File: src/rtl/qa_pkg.sv
package qa_pkg;

  localparam int NUM_STATES   = 4;
  localparam int NUM_PATTERNS = 6;
  localparam int CODE_W       = 3;

  typedef struct packed {
    logic a;
    logic b;
    logic c;
  } enc_sample_t;

  // Sector key: stored C for states {AB=00, AB=01, AB=10}, MSB first.
  function automatic logic [2:0] pattern_key(input int idx);
    logic [2:0] k;
    case (idx)
      0:       k = 3'b110;  // not A
      1:       k = 3'b101;  // not B
      2:       k = 3'b001;  // A and not B
      3:       k = 3'b010;  // B and not A
      4:       k = 3'b100;  // NOR
      default: k = 3'b011;  // XOR
    endcase
    return k;
  endfunction

  // Six-step {U,V,W} code, neighbours differ in one bit.
  function automatic logic [CODE_W-1:0] pattern_code(input int idx);
    logic [CODE_W-1:0] c;
    case (idx)
      0:       c = 3'b001;
      1:       c = 3'b011;
      2:       c = 3'b010;
      3:       c = 3'b110;
      4:       c = 3'b100;
      default: c = 3'b101;
    endcase
    return c;
  endfunction

endpackage

File: src/rtl/qa_input_qual.sv
module qa_input_qual
  import qa_pkg::*;
#(
  parameter int SYNC_STAGES = 2,
  parameter int QUAL_DEPTH  = 2
) (
  input  logic        clk,
  input  logic        rst,
  input  enc_sample_t raw_i,
  output enc_sample_t acc_o,
  output logic        acc_vld_o,
  output logic        agree_o
);

  localparam int HIST = QUAL_DEPTH - 1;
  localparam int FILL = SYNC_STAGES + HIST;

  enc_sample_t       sync_q [SYNC_STAGES];
  enc_sample_t       hist_q [HIST];
  logic [FILL-1:0]   fill_q;
  enc_sample_t       sync_out;
  logic              agree;

  assign sync_out = sync_q[SYNC_STAGES-1];

  // All held history entries must equal the newest synchronized sample.
  always_comb begin
    agree = 1'b1;
    for (int k = 0; k < HIST; k++) begin
      if (hist_q[k] != sync_out) agree = 1'b0;
    end
  end

  assign agree_o = agree;

  always_ff @(posedge clk) begin
    if (rst) begin
      for (int k = 0; k < SYNC_STAGES; k++) sync_q[k] <= '0;
      for (int k = 0; k < HIST; k++)        hist_q[k] <= '0;
      fill_q    <= '0;
      acc_o     <= '0;
      acc_vld_o <= 1'b0;
    end else begin
      sync_q[0] <= raw_i;
      for (int k = 1; k < SYNC_STAGES; k++) sync_q[k] <= sync_q[k-1];
      hist_q[0] <= sync_out;
      for (int k = 1; k < HIST; k++)        hist_q[k] <= hist_q[k-1];
      fill_q <= {fill_q[FILL-2:0], 1'b1};
      if (agree && fill_q[FILL-1]) begin
        acc_o     <= sync_out;
        acc_vld_o <= 1'b1;
      end
    end
  end

endmodule

File: src/rtl/qa_phase_store.sv
module qa_phase_store
  import qa_pkg::*;
(
  input  logic                  clk,
  input  logic                  rst,
  input  enc_sample_t           acc_i,
  input  logic                  acc_vld_i,
  output logic [NUM_STATES-1:0] st_bits_o,
  output logic                  armed_o,
  output logic                  z_pre_o
);

  localparam int STATE_W = $clog2(NUM_STATES);

  logic [STATE_W-1:0]    cur_state;
  logic [NUM_STATES-1:0] visited;

  assign cur_state = {acc_i.a, acc_i.b};

  for (genvar g = 0; g < NUM_STATES; g++) begin : g_state
    logic bit_q;
    logic vis_q;
    always_ff @(posedge clk) begin
      if (rst) begin
        bit_q <= 1'b0;
        vis_q <= 1'b0;
      end else if (acc_vld_i && (cur_state == STATE_W'(g))) begin
        bit_q <= acc_i.c;
        vis_q <= 1'b1;
      end
    end
    assign st_bits_o[g] = bit_q;
    assign visited[g]   = vis_q;
  end

  assign armed_o = &visited;

  always_ff @(posedge clk) begin
    if (rst) z_pre_o <= 1'b0;
    else     z_pre_o <= acc_vld_i & acc_i.a & acc_i.b & acc_i.c;
  end

endmodule

File: src/rtl/qa_pattern_out.sv
module qa_pattern_out
  import qa_pkg::*;
(
  input  logic                    clk,
  input  logic                    rst,
  input  logic [NUM_STATES-1:0]   st_bits_i,
  input  logic                    armed_i,
  input  logic                    z_pre_i,
  output logic [NUM_PATTERNS-1:0] hit_o,
  output logic [CODE_W-1:0]       uvw_o,
  output logic                    z_o
);

  logic [2:0]        key;
  logic [CODE_W-1:0] code;

  assign key = {st_bits_i[0], st_bits_i[1], st_bits_i[2]};

  for (genvar p = 0; p < NUM_PATTERNS; p++) begin : g_pat
    localparam logic [2:0] KEY = pattern_key(p);
    assign hit_o[p] = &(key ~^ KEY);
  end

  always_comb begin
    code = '0;
    for (int p = 0; p < NUM_PATTERNS; p++) begin
      if (hit_o[p]) code = code | pattern_code(p);
    end
  end

  always_ff @(posedge clk) begin
    if (rst) begin
      uvw_o <= '0;
      z_o   <= 1'b0;
    end else begin
      if (!armed_i)    uvw_o <= '0;
      else if (|hit_o) uvw_o <= code;
      z_o <= armed_i & z_pre_i;
    end
  end

endmodule

File: src/rtl/quad_anchor_decoder.sv
module quad_anchor_decoder
  import qa_pkg::*;
#(
  parameter int SYNC_STAGES = 2,
  parameter int QUAL_DEPTH  = 2
) (
  input  logic clk,
  input  logic rst,
  input  logic enc_a_i,
  input  logic enc_b_i,
  input  logic enc_mux_i,
  output logic hall_u_o,
  output logic hall_v_o,
  output logic hall_w_o,
  output logic index_o
);

  enc_sample_t             raw;
  enc_sample_t             q_acc;
  logic                    q_acc_vld;
  logic                    q_agree;
  logic [NUM_STATES-1:0]   st_bits;
  logic                    armed;
  logic                    z_pre;
  logic [NUM_PATTERNS-1:0] hit;
  logic [CODE_W-1:0]       uvw;

  assign raw = '{a: enc_a_i, b: enc_b_i, c: enc_mux_i};

  qa_input_qual #(
    .SYNC_STAGES (SYNC_STAGES),
    .QUAL_DEPTH  (QUAL_DEPTH)
  ) i_qual (
    .clk       (clk),
    .rst       (rst),
    .raw_i     (raw),
    .acc_o     (q_acc),
    .acc_vld_o (q_acc_vld),
    .agree_o   (q_agree)
  );

  qa_phase_store i_store (
    .clk       (clk),
    .rst       (rst),
    .acc_i     (q_acc),
    .acc_vld_i (q_acc_vld),
    .st_bits_o (st_bits),
    .armed_o   (armed),
    .z_pre_o   (z_pre)
  );

  qa_pattern_out i_out (
    .clk       (clk),
    .rst       (rst),
    .st_bits_i (st_bits),
    .armed_i   (armed),
    .z_pre_i   (z_pre),
    .hit_o     (hit),
    .uvw_o     (uvw),
    .z_o       (index_o)
  );

  assign {hall_u_o, hall_v_o, hall_w_o} = uvw;

endmodule

File: config.mk
export PLATFORM = sky130hd
export DESIGN_NAME = quad_anchor_decoder
export DESIGN_NICKNAME = d
export VERILOG_FILES = /design/src/rtl/qa_pkg.sv /design/src/rtl/qa_input_qual.sv /design/src/rtl/qa_phase_store.sv /design/src/rtl/qa_pattern_out.sv /design/src/rtl/quad_anchor_decoder.sv
export SDC_FILE = /design/constraint.sdc
export NUM_CORES = 1
export LEC_CHECK = 0
export ABC_AREA = 1
export BUFFER_PORTS_ARGS = -buffer_cell sky130_fd_sc_hd__buf_2
export CAP_MARGIN = 25
export CORE_UTILIZATION = 45
export DETAILED_ROUTE_END_ITERATION = 6
export GPL_TIMING_DRIVEN = 0
export MAX_ROUTING_LAYER = met4
export PLACE_DENSITY = 0.72
export SLEW_MARGIN = 5
export SYNTH_ARGS = -nofsm -noshare
export SYNTH_HDL_FRONTEND = slang
export SYNTH_HIERARCHICAL = 1
export SYNTH_SLANG_ARGS = --single-unit
File: constraint.sdc
create_clock -name clk -period 0.9 [get_ports clk]
set_input_delay 0.09 -clock clk [delete_from_list [all_inputs] [get_ports clk]]
set_output_delay 0.09 -clock clk [all_outputs]
set_load 0.03 [all_outputs]
==> flow_metrics.tcl, run 1 <==
set metrics [dict create \
    grt_max_degree 16 \
    overflow 0 \
    drt_iter0_markers 12 \
    start_util_pct 47.60 \
    drc 0 \
    worst_slew_pin_slew_ps 213.1 \
    synthToLayoutAreaGrowth_pct 23.02 \
    vias_per_cell 4.543 \
    rows 18 \
    die_h_microns 52.96 \
    cts_sinks 28 \
    hold_class "primary input to flop" \
    p_per_area_nw_per_um2 1438 \
    max_cap_viol_count 0 \
    fin_crit_sh_pct 113.9 \
    endpoint_kind "flop" \
    cts_tree "yes" \
    antenna_found_initial 0 \
    root_buffer "clkbuf_4" \
    cts_buffer_depth 2 \
    first_global_vias 849 \
    grt.total_usage_pct 16.45 \
    skew_ps 2.228 \
    power.leakage_nw 0.6463 \
    route.vias.total 945 \
    num_antenna_cells 0 \
    dieArea_sq_um 2805 \
    comb_power_share_pct 8.6 \
    power_frac_seq_pct 63.1 \
    routabilityCongestion 0.7487 \
    routedWlPerCell_microns 9.212 \
    slew_headroom_pct 85.79 \
    cts_inserted_buffers 3 \
    clk_latency_ps 310 \
    syn_area_per_cell_sq_um 7.259 \
    switching_share_pct 22.72 \
    tns_ps -494.9 \
    p_switching_uw 469.9 \
    finalHoldViolCount 0 \
    status "finished with violations" \
    finalSetupViolCount 8 \
    drive_gt1_share_pct 41.57 \
    path_clk_slew_ps 140 \
    fmax_mhz 975.9 \
    worst_slack_ps -124.7 \
    critPathLaunchType "flop" \
    cts_max_level 1 \
    pwr-share-clk_pct 28.3 \
    ios 9 \
    drt_pass1_iterations 4 \
    grt_pass1_wl_microns 3256 \
    final_max_slew_viol_count 0 \
    critical_path_class "flop to flop" \
    fin_nets 184 \
    layout_min_cycle_time_ps 1025 \
    yosysWarnings 6 \
    fin_hold_ws_ps 74.42 \
    p_int_mw 1.598 \
    regToRegSetupSlack_ps -120 \
    port_buffers 8 \
    wl_microns 1916 \
    vdd_drop_max_v 0.0008998 \
    synthCells 161 \
    ant_nets 0 \
    cp.arrival_ps 1260 \
    die_width_microns 52.96 \
    syn_nets 166 \
    hpwl_microns 1367 \
    path_max_fanout 4 \
    rsz0062_at_grt "yes" \
    cp.required_ps 1130 \
    synth_area_sq_um 1169 \
    core_area_sq_um 2455 \
    failed_checks "setup timing" \
]
==> metal layers <==
metal,wire (microns),vias to the layer above,global-route usage [%],part of all wire (%)
li1,-,503,-,-
met1,856,420,17.64,45
met2,982,20,29.32,51
met3,62,2,3.448,3.2
met4,14,0,6.579,0.73
met5,0,-,-,0
==> sequential cells by signal, summed over array words and instances (netlist names) <==
name	flops
i_qual/sync_q	6
i_store/g_state.vis_q	4
i_out/uvw_o	3
i_qual/acc_o	3
i_qual/fill_q	3
i_qual/hist_q	3
i_store/g_state.bit_q	3
i_out/z_o	1
i_qual/acc_vld_o	1
i_store/z_pre_o	1
==> per-stage QoR <==
stage	worst slack [ps]	cell area, sq um	total power, mW	utilization (%)	cells
floorplan	-35.40	1184	1.439	-	161
global placement	-154.7	1261	1.469	51.38	199
detailed placement	-188.2	1261	1.477	51.38	199
CTS	-110.8	1380	2.089	56.22	206
global route	-181.2	1438	2.172	58.56	208
finish	-124.7	1438	2.068	58.56	208
==> repair_timing <==
item | in CTS | in global routing
setup buffers | 0 | 2
hold endpoints to repair | 3 | 0
gates cloned | 0 | 0
resized for setup | 22 | 22
endpoints found under the setup margin | 11 | 16
hold buffers | 3 | 0
pin swaps | 7 | 12
==> cells in the final DEF, fill, tap and decap left out, types with 3 or more instances in the layout <==
cell	instances
inv_1	27
nor2_1	23
nand2_1	21
dfxtp_2	15
nand2_2	14
inv_2	12
dfxtp_1	12
nand3_1	8
a21oi_1	6
buf_2	5
buf_6	5
nand4_1	4
buf_4	4
clkbuf_4	3
dlygate4sd3_1	3
nor2_2	3
==> layout make-up <==
class | count | area (sq um)
Fill cell | 212 | 1017
Sequential cell | 28 | 583.1
Multi-Input combinational cell | 88 | 480.5
Inverter | 41 | 158.9
Timing Repair Buffer | 13 | 106.4
Tap cell | 30 | 37.54
Clock buffer | 4 | 36.28
Buffer | 4 | 35.03
==> power by group through the flow <==
stage	Combinational (mW)	Sequential (mW)	Clock, mW
after floorplan	0.116	1.32	0
after global placement	0.143	1.33	0
after detailed placement	0.149	1.33	0
after CTS	0.167	1.30	0.620
after global routing	0.201	1.31	0.662
final	0.178	1.30	0.586
==> worst paths after layout <==
kind	to	startpoint	cells after the start
max	i_out/uvw_o[0]$_SDFFE_PP0P_	i_store/g_state[0].bit_q$_SDFFE_PP0P_	7
min	i_qual/acc_vld_o$_SDFFE_PP0P_	rst	2
max reg2reg	i_out/uvw_o[0]$_SDFFE_PP0P_	i_store/g_state[0].bit_q$_SDFFE_PP0P_	7
min reg2reg	i_qual/sync_q[0][4]$_SDFF_PP0_	i_qual/sync_q[0][1]$_SDFF_PP0_	2
==> worst max-delay path, cell delays in order (launching register included) <==
cell	delay [ps]
dfxtp_2	340
buf_4	140
inv_2	60
nand3_2	90
nand2_2	120
nor2_4	40
nor2_1	120
nor2_2	40
No activity file was read; power rests on OpenSTA's default activity.
==> run 2: changes to the inputs <==
--- a/config.mk
+++ b/config.mk
@@ -10,7 +10,6 @@
 export CAP_MARGIN = 25
 export CORE_UTILIZATION = 45
 export DETAILED_ROUTE_END_ITERATION = 6
-export GPL_TIMING_DRIVEN = 0
 export MAX_ROUTING_LAYER = met4
 export PLACE_DENSITY = 0.72
 export SLEW_MARGIN = 5
==> run 2 against run 1 <==
  * The run still ends with setup timing left
  * Register-to-register slack about the same
  * Maximum frequency decreased by 0.35%
  * Critical endpoint is now i_out/uvw_o[2]$_SDFFE_PP0P_
  * Sequential power about the same
==> flow_metrics.tcl, run 2 (synthesis results as in run 1) <==
set metrics [dict create \
    path_cells "nand2_2, nor3_4, inv_2, nor2_4, inv_2, a21oi_2" \
    start_util_pct 47.60 \
    largest_reg_flops 6 \
    p_per_area_nw_per_um2 1423 \
    hpwl_microns 1431 \
    vdd_drop_max_v 0.001009 \
    cp.required_ps 1170 \
    critical_path_class "flop to flop" \
    slowest_delay_ps 360 \
    finalSetupViolCount 8 \
    port_buffers 8 \
    cp.arrival_ps 1300 \
    core_area_sq_um 2455 \
    dieArea_sq_um 2805 \
    cp_slowest_cell "dfxtp_2" \
    cts_max_level 1 \
    overflow 0 \
    drive_gt1_share_pct 41.76 \
    die_h_microns 52.96 \
    power.leakage_nw 0.6645 \
    grt.total_usage_pct 17.31 \
    rsz0062_at_grt "yes" \
    final_max_slew_viol_count 0 \
    layout_common_cells "inv_1, nand2_1, nor2_1" \
    fin_crit_sh_pct 114.3 \
    finalHoldViolCount 0 \
    root_buffer "clkbuf_4" \
    rows 18 \
    ios 9 \
    die_width_microns 52.96 \
    first_global_vias 853 \
    routabilityCongestion 0.7977 \
    synthToLayoutAreaGrowth_pct 25.80 \
    reg.largest.list "i_qual/sync_q: 6 flops, i_store/g_state.vis_q: 4 flops" \
    path_clk_slew_ps 150 \
    fin_hold_ws_ps 49.64 \
    tns_ps -557.8 \
    ant_nets 0 \
    fin_nets 188 \
    clk_latency_ps 320 \
    path_max_fanout 2 \
    routedWlPerCell_microns 9.774 \
    fmax_mhz 972.4 \
    failed_checks "setup timing" \
    wl_microns 2072 \
    drt_pass1_iterations 2 \
    regToRegSetupSlack_ps -130 \
    final_cells 212 \
    max_cap_viol_count 0 \
    slew_headroom_pct 86.20 \
    cts_tree "yes" \
    cts_sinks 28 \
    max_flop_register "i_qual/sync_q" \
    grt_max_degree 16 \
    antenna_found_initial 0 \
    layout_min_cycle_time_ps 1028 \
    final_common_cell "inv_1" \
    worst_slew_pin_slew_ps 205.5 \
    dp_cells 202 \
    hold_class "primary input to flop" \
    skew_ps 3.785 \
    route.vias.total 948 \
    worst_slack_ps -128.3 \
    vias_per_cell 4.472 \
    grt_pass1_wl_microns 3381 \
    drt_iter0_markers 2 \
    finish.utilization_pct 59.89 \
    critPathLaunchType "flop" \
    cts_buffer_depth 2 \
    num_antenna_cells 0 \
    endpoint_kind "flop" \
    drc 0 \
    path_common_cell "inv_2" \
    cts_inserted_buffers 3 \
    status "finished with violations" \
]
==> run 2: changes by cell type in the layout (fill, tap and decap cells not counted), moves of 2 or more <==
cell / delta
buf_4: +6
nand2_2: -4
nand2_1: +3
dfxtp_4: +2
dfxtp_1: -2
nor2_2: -2
==> run 2: area by class of cell <==
cell class | count | area (sq um)
Clock buffer | 4 | 36.28
Fill cell | 226 | 984.7
Inverter | 41 | 158.9
Multi-Input combinational cell | 88 | 476.7
Sequential cell | 28 | 590.6
Tap cell | 30 | 37.54
Timing Repair Buffer | 21 | 170.2
==> run 2: final timing paths <==
| path | to | from | depth (start not counted) |
|---|---|---|---|
| worst min register to register | i_qual/sync_q[0][4]$_SDFF_PP0_ | i_qual/sync_q[0][1]$_SDFF_PP0_ | 2 |
| worst min-delay path | i_store/g_state[1].vis_q$_SDFFE_PP0P_ | rst | 2 |
| worst max register to register | i_out/uvw_o[2]$_SDFFE_PP0P_ | i_store/g_state[3].vis_q$_SDFFE_PP0P_ | 6 |
| worst max-delay path | i_out/uvw_o[2]$_SDFFE_PP0P_ | i_store/g_state[3].vis_q$_SDFFE_PP0P_ | 6 |
==> run 2: layer usage <==
layer	GRT usage, %	routed length (microns)
met1	17.43	888
met2	31.86	1133
met3	3.448	32
met4	7.895	18
met5	-	0
==> run 2: power by group <==
group	leakage (nW)	switching, mW	total (mW)	internal [mW]
registers	0.238	0.0294	1.30	1.27
logic	0.406	0.105	0.186	0.0803
clock network	0.0210	0.358	0.606	0.247
==> run 2: critical path, delay by kind of cell (launching register included) <==
| kind | cells | cell delay [ps] |
|---|---|---|
| AOI/OAI and AO/OA | 1 | 100 |
| buffers and inverters | 2 | 120 |
| and+or+nand+nor | 3 | 400 |
| DFF | 1 | 360 |
==> run 2: metrics by stage <==
| stage | total power [mW] | setup slack [ps] | instance area [sq um] |
|---|---|---|---|
| 6_report | 2.093 | -128.3 | 1470 |
| 5_1_grt | 2.196 | -198.7 | 1470 |
| 4_1_cts | 2.099 | -72.43 | 1416 |
| 3_5_place_dp | 1.488 | -118.8 | 1279 |
| 3_3_place_gp | 1.478 | -45.11 | 1279 |
| 2_1_floorplan | 1.439 | -35.40 | 1184 |
==> run 2: timing repair <==
item / 4_1_cts / 5_1_grt
hold buffers: 3 / 0
hold endpoints to repair: 3 / 0
endpoints found under the setup margin: 14 / 14
buffers inserted: 2 / 1
pin swaps: 7 / 11
resized for setup: 25 / 22
==> run 3: changes to the inputs <==
--- a/config.mk
+++ b/config.mk
@@ -11,7 +11,7 @@
 export CORE_UTILIZATION = 45
 export DETAILED_ROUTE_END_ITERATION = 6
 export MAX_ROUTING_LAYER = met4
-export PLACE_DENSITY = 0.72
+export PLACE_DENSITY = 0.69
 export SLEW_MARGIN = 5
 export SYNTH_ARGS = -nofsm -noshare
 export SYNTH_HDL_FRONTEND = slang
==> constraint.sdc (replaced) <==
create_clock -name clk -period 1.21 [get_ports clk]
set_input_delay 0.121 -clock clk [delete_from_list [all_inputs] [get_ports clk]]
set_output_delay 0.121 -clock clk [all_outputs]
set_load 0.03 [all_outputs]
==> run 3 against run 2 <==
  * First-iteration DRC count grew to 9.0 times the previous value
  * Global-route usage shrank 0.21 points
  * Maximum frequency down 5.2%
  * Worst setup slack better by 250 ps
  * The flow now finishes without violations
  * Sequential power is 25% lower
  * Register-to-register slack gained 250 ps
==> flow_metrics.tcl, run 3 (synthesis results as in run 1) <==
set metrics [dict create \
    status "finished, final reports clean" \
    routedWlPerCell_microns 9.300 \
    fin_nets 179 \
    max_flop_register "i_qual/sync_q" \
    clk_latency_ps 330 \
    finish.utilization_pct 53.52 \
    vdd_drop_max_v 0.0008274 \
    power_mw 1.690 \
    finalSetupViolCount 0 \
    critPathLaunchType "flop" \
    root_buffer "clkbuf_4" \
    dieArea_sq_um 2805 \
    ant_nets 0 \
    p_per_area_nw_per_um2 1286 \
    ios 9 \
    wl_microns 1888 \
    cts_buffer_depth 2 \
    vias_per_cell 4.488 \
    cts_inserted_buffers 3 \
    port_buffers 8 \
    route.vias.total 911 \
    power.leakage_nw 0.5957 \
    cts_tree "yes" \
    path_clk_slew_ps 150 \
    layout_min_cycle_time_ps 1085 \
    fmax_mhz 921.5 \
    core_area_sq_um 2455 \
    drc 0 \
    drt_pass1_iterations 4 \
    slew_headroom_pct 81.49 \
    fin_crit_sh_pct 89.68 \
    largest_reg_flops 6 \
    cp.arrival_ps 1320 \
    postCtsSetupRepairBufs 0 \
    tns_ps 0 \
    layout_common_cells "inv_1, nand2_1, dfxtp_1" \
    critical_path_class "flop to flop" \
    crit_family "flip-flops" \
    synthToLayoutAreaGrowth_pct 12.42 \
    worst_slew_pin_slew_ps 277.2 \
    grt_max_degree 17 \
    grt_pass1_wl_microns 3305 \
    cts_max_level 1 \
    path_cells "inv_2, nand3_2, nand2_2, nor2_4, nand2_1, nand2_1, nor2_2" \
    slowest_delay_ps 500 \
    num_antenna_cells 0 \
    cp.required_ps 1450 \
    cp_slowest_cell "dfxtp_1" \
    path_max_fanout 7 \
    start_util_pct 47.60 \
    endpoint_kind "flop" \
    routabilityCongestion 0.7873 \
    drt_iter0_markers 18 \
    grt.total_usage_pct 17.10 \
    skew_ps 8.303 \
    final_max_slew_viol_count 0 \
    antenna_found_initial 0 \
    path_common_cell "nand2_1" \
    rsz0062_at_grt "no" \
    die_width_microns 52.96 \
    fillers 225 \
    timing.critical_path.buf_inv 1 \
    final_common_cell "inv_1" \
    rows 18 \
    reg.largest.list "i_qual/sync_q: 6 flops, i_store/g_state.vis_q: 4 flops" \
    first_global_vias 846 \
    cts_sinks 28 \
    hold_class "primary input to flop" \
    finalHoldViolCount 0 \
    regToRegSetupSlack_ps 120 \
    drive_gt1_share_pct 19.08 \
    die_h_microns 52.96 \
    max_cap_viol_count 0 \
    overflow 0 \
    hpwl_microns 1399 \
]
## run 3: cell types whose count changed in the layout (fill, tap and decap cells not counted), moves of 5 or more
cell	before	now
dfxtp_1	10	28
buf_4	10	1
nand2_1	24	29
inv_2	12	6
inv_1	27	35
dfxtp_2	15	0
## run 3: final timing paths
kind | start | endpoint | cells past startpoint
worst max-delay path | i_store/g_state[1].bit_q$_SDFFE_PP0P_ | i_out/uvw_o[0]$_SDFFE_PP0P_ | 7
worst min register to register | i_qual/sync_q[0][1]$_SDFF_PP0_ | i_qual/sync_q[0][4]$_SDFF_PP0_ | 2
worst min-delay path | rst | i_out/z_o$_SDFF_PP0_ | 2
worst max register to register | i_store/g_state[1].bit_q$_SDFFE_PP0P_ | i_out/uvw_o[0]$_SDFFE_PP0P_ | 7
## run 3: what timing repair did
action,CTS,global route
resized for setup,0,1
setup endpoints to repair,0,1
hold buffers,3,0
hold endpoints to repair,3,0
## run 3: stage by stage
stage          area, sq um  setup slack (ps)  cells  hold slack [ps]
6_report              1314             124.8    203            37.63
3_5_place_dp          1226             147.2    196            331.6
5_1_grt               1314             16.51    203            25.07
2_1_floorplan         1169             254.8    161            190.1
3_3_place_gp          1226             183.3    196            320.8
4_1_cts               1309             129.1    203            22.72
## run 3: routing by layer
| metal | global-route usage (%) | vias up | part of all wire [%] |
|---|---|---|---|
| met4 | 12.72 | 0 | 2.8 |
| met1 | 17.36 | 401 | 44 |
| li1 | - | 491 | - |
| met3 | 2.586 | 6 | 2.0 |
| met5 | - | - | 0 |
| met2 | 29.54 | 13 | 51 |
## run 3: report_power, final
group | leakage, nW | internal [mW] | switching (mW) | total, mW
registers | 0.228 | 0.950 | 0.0205 | 0.970
clock network | 0.0279 | 0.335 | 0.272 | 0.607
logic | 0.339 | 0.0460 | 0.0671 | 0.113
## run 3: final cells by class
type	instances	area, sq um	area share [%]
clock buffer	3	22.52	1.714
clock inverter	1	30.03	2.286
inverter	41	153.9	11.71
multi-input combinational	88	431.7	32.86
sequential	28	560.5	42.67
tap	30	37.54	2.857
timing repair buffer	12	77.57	5.905
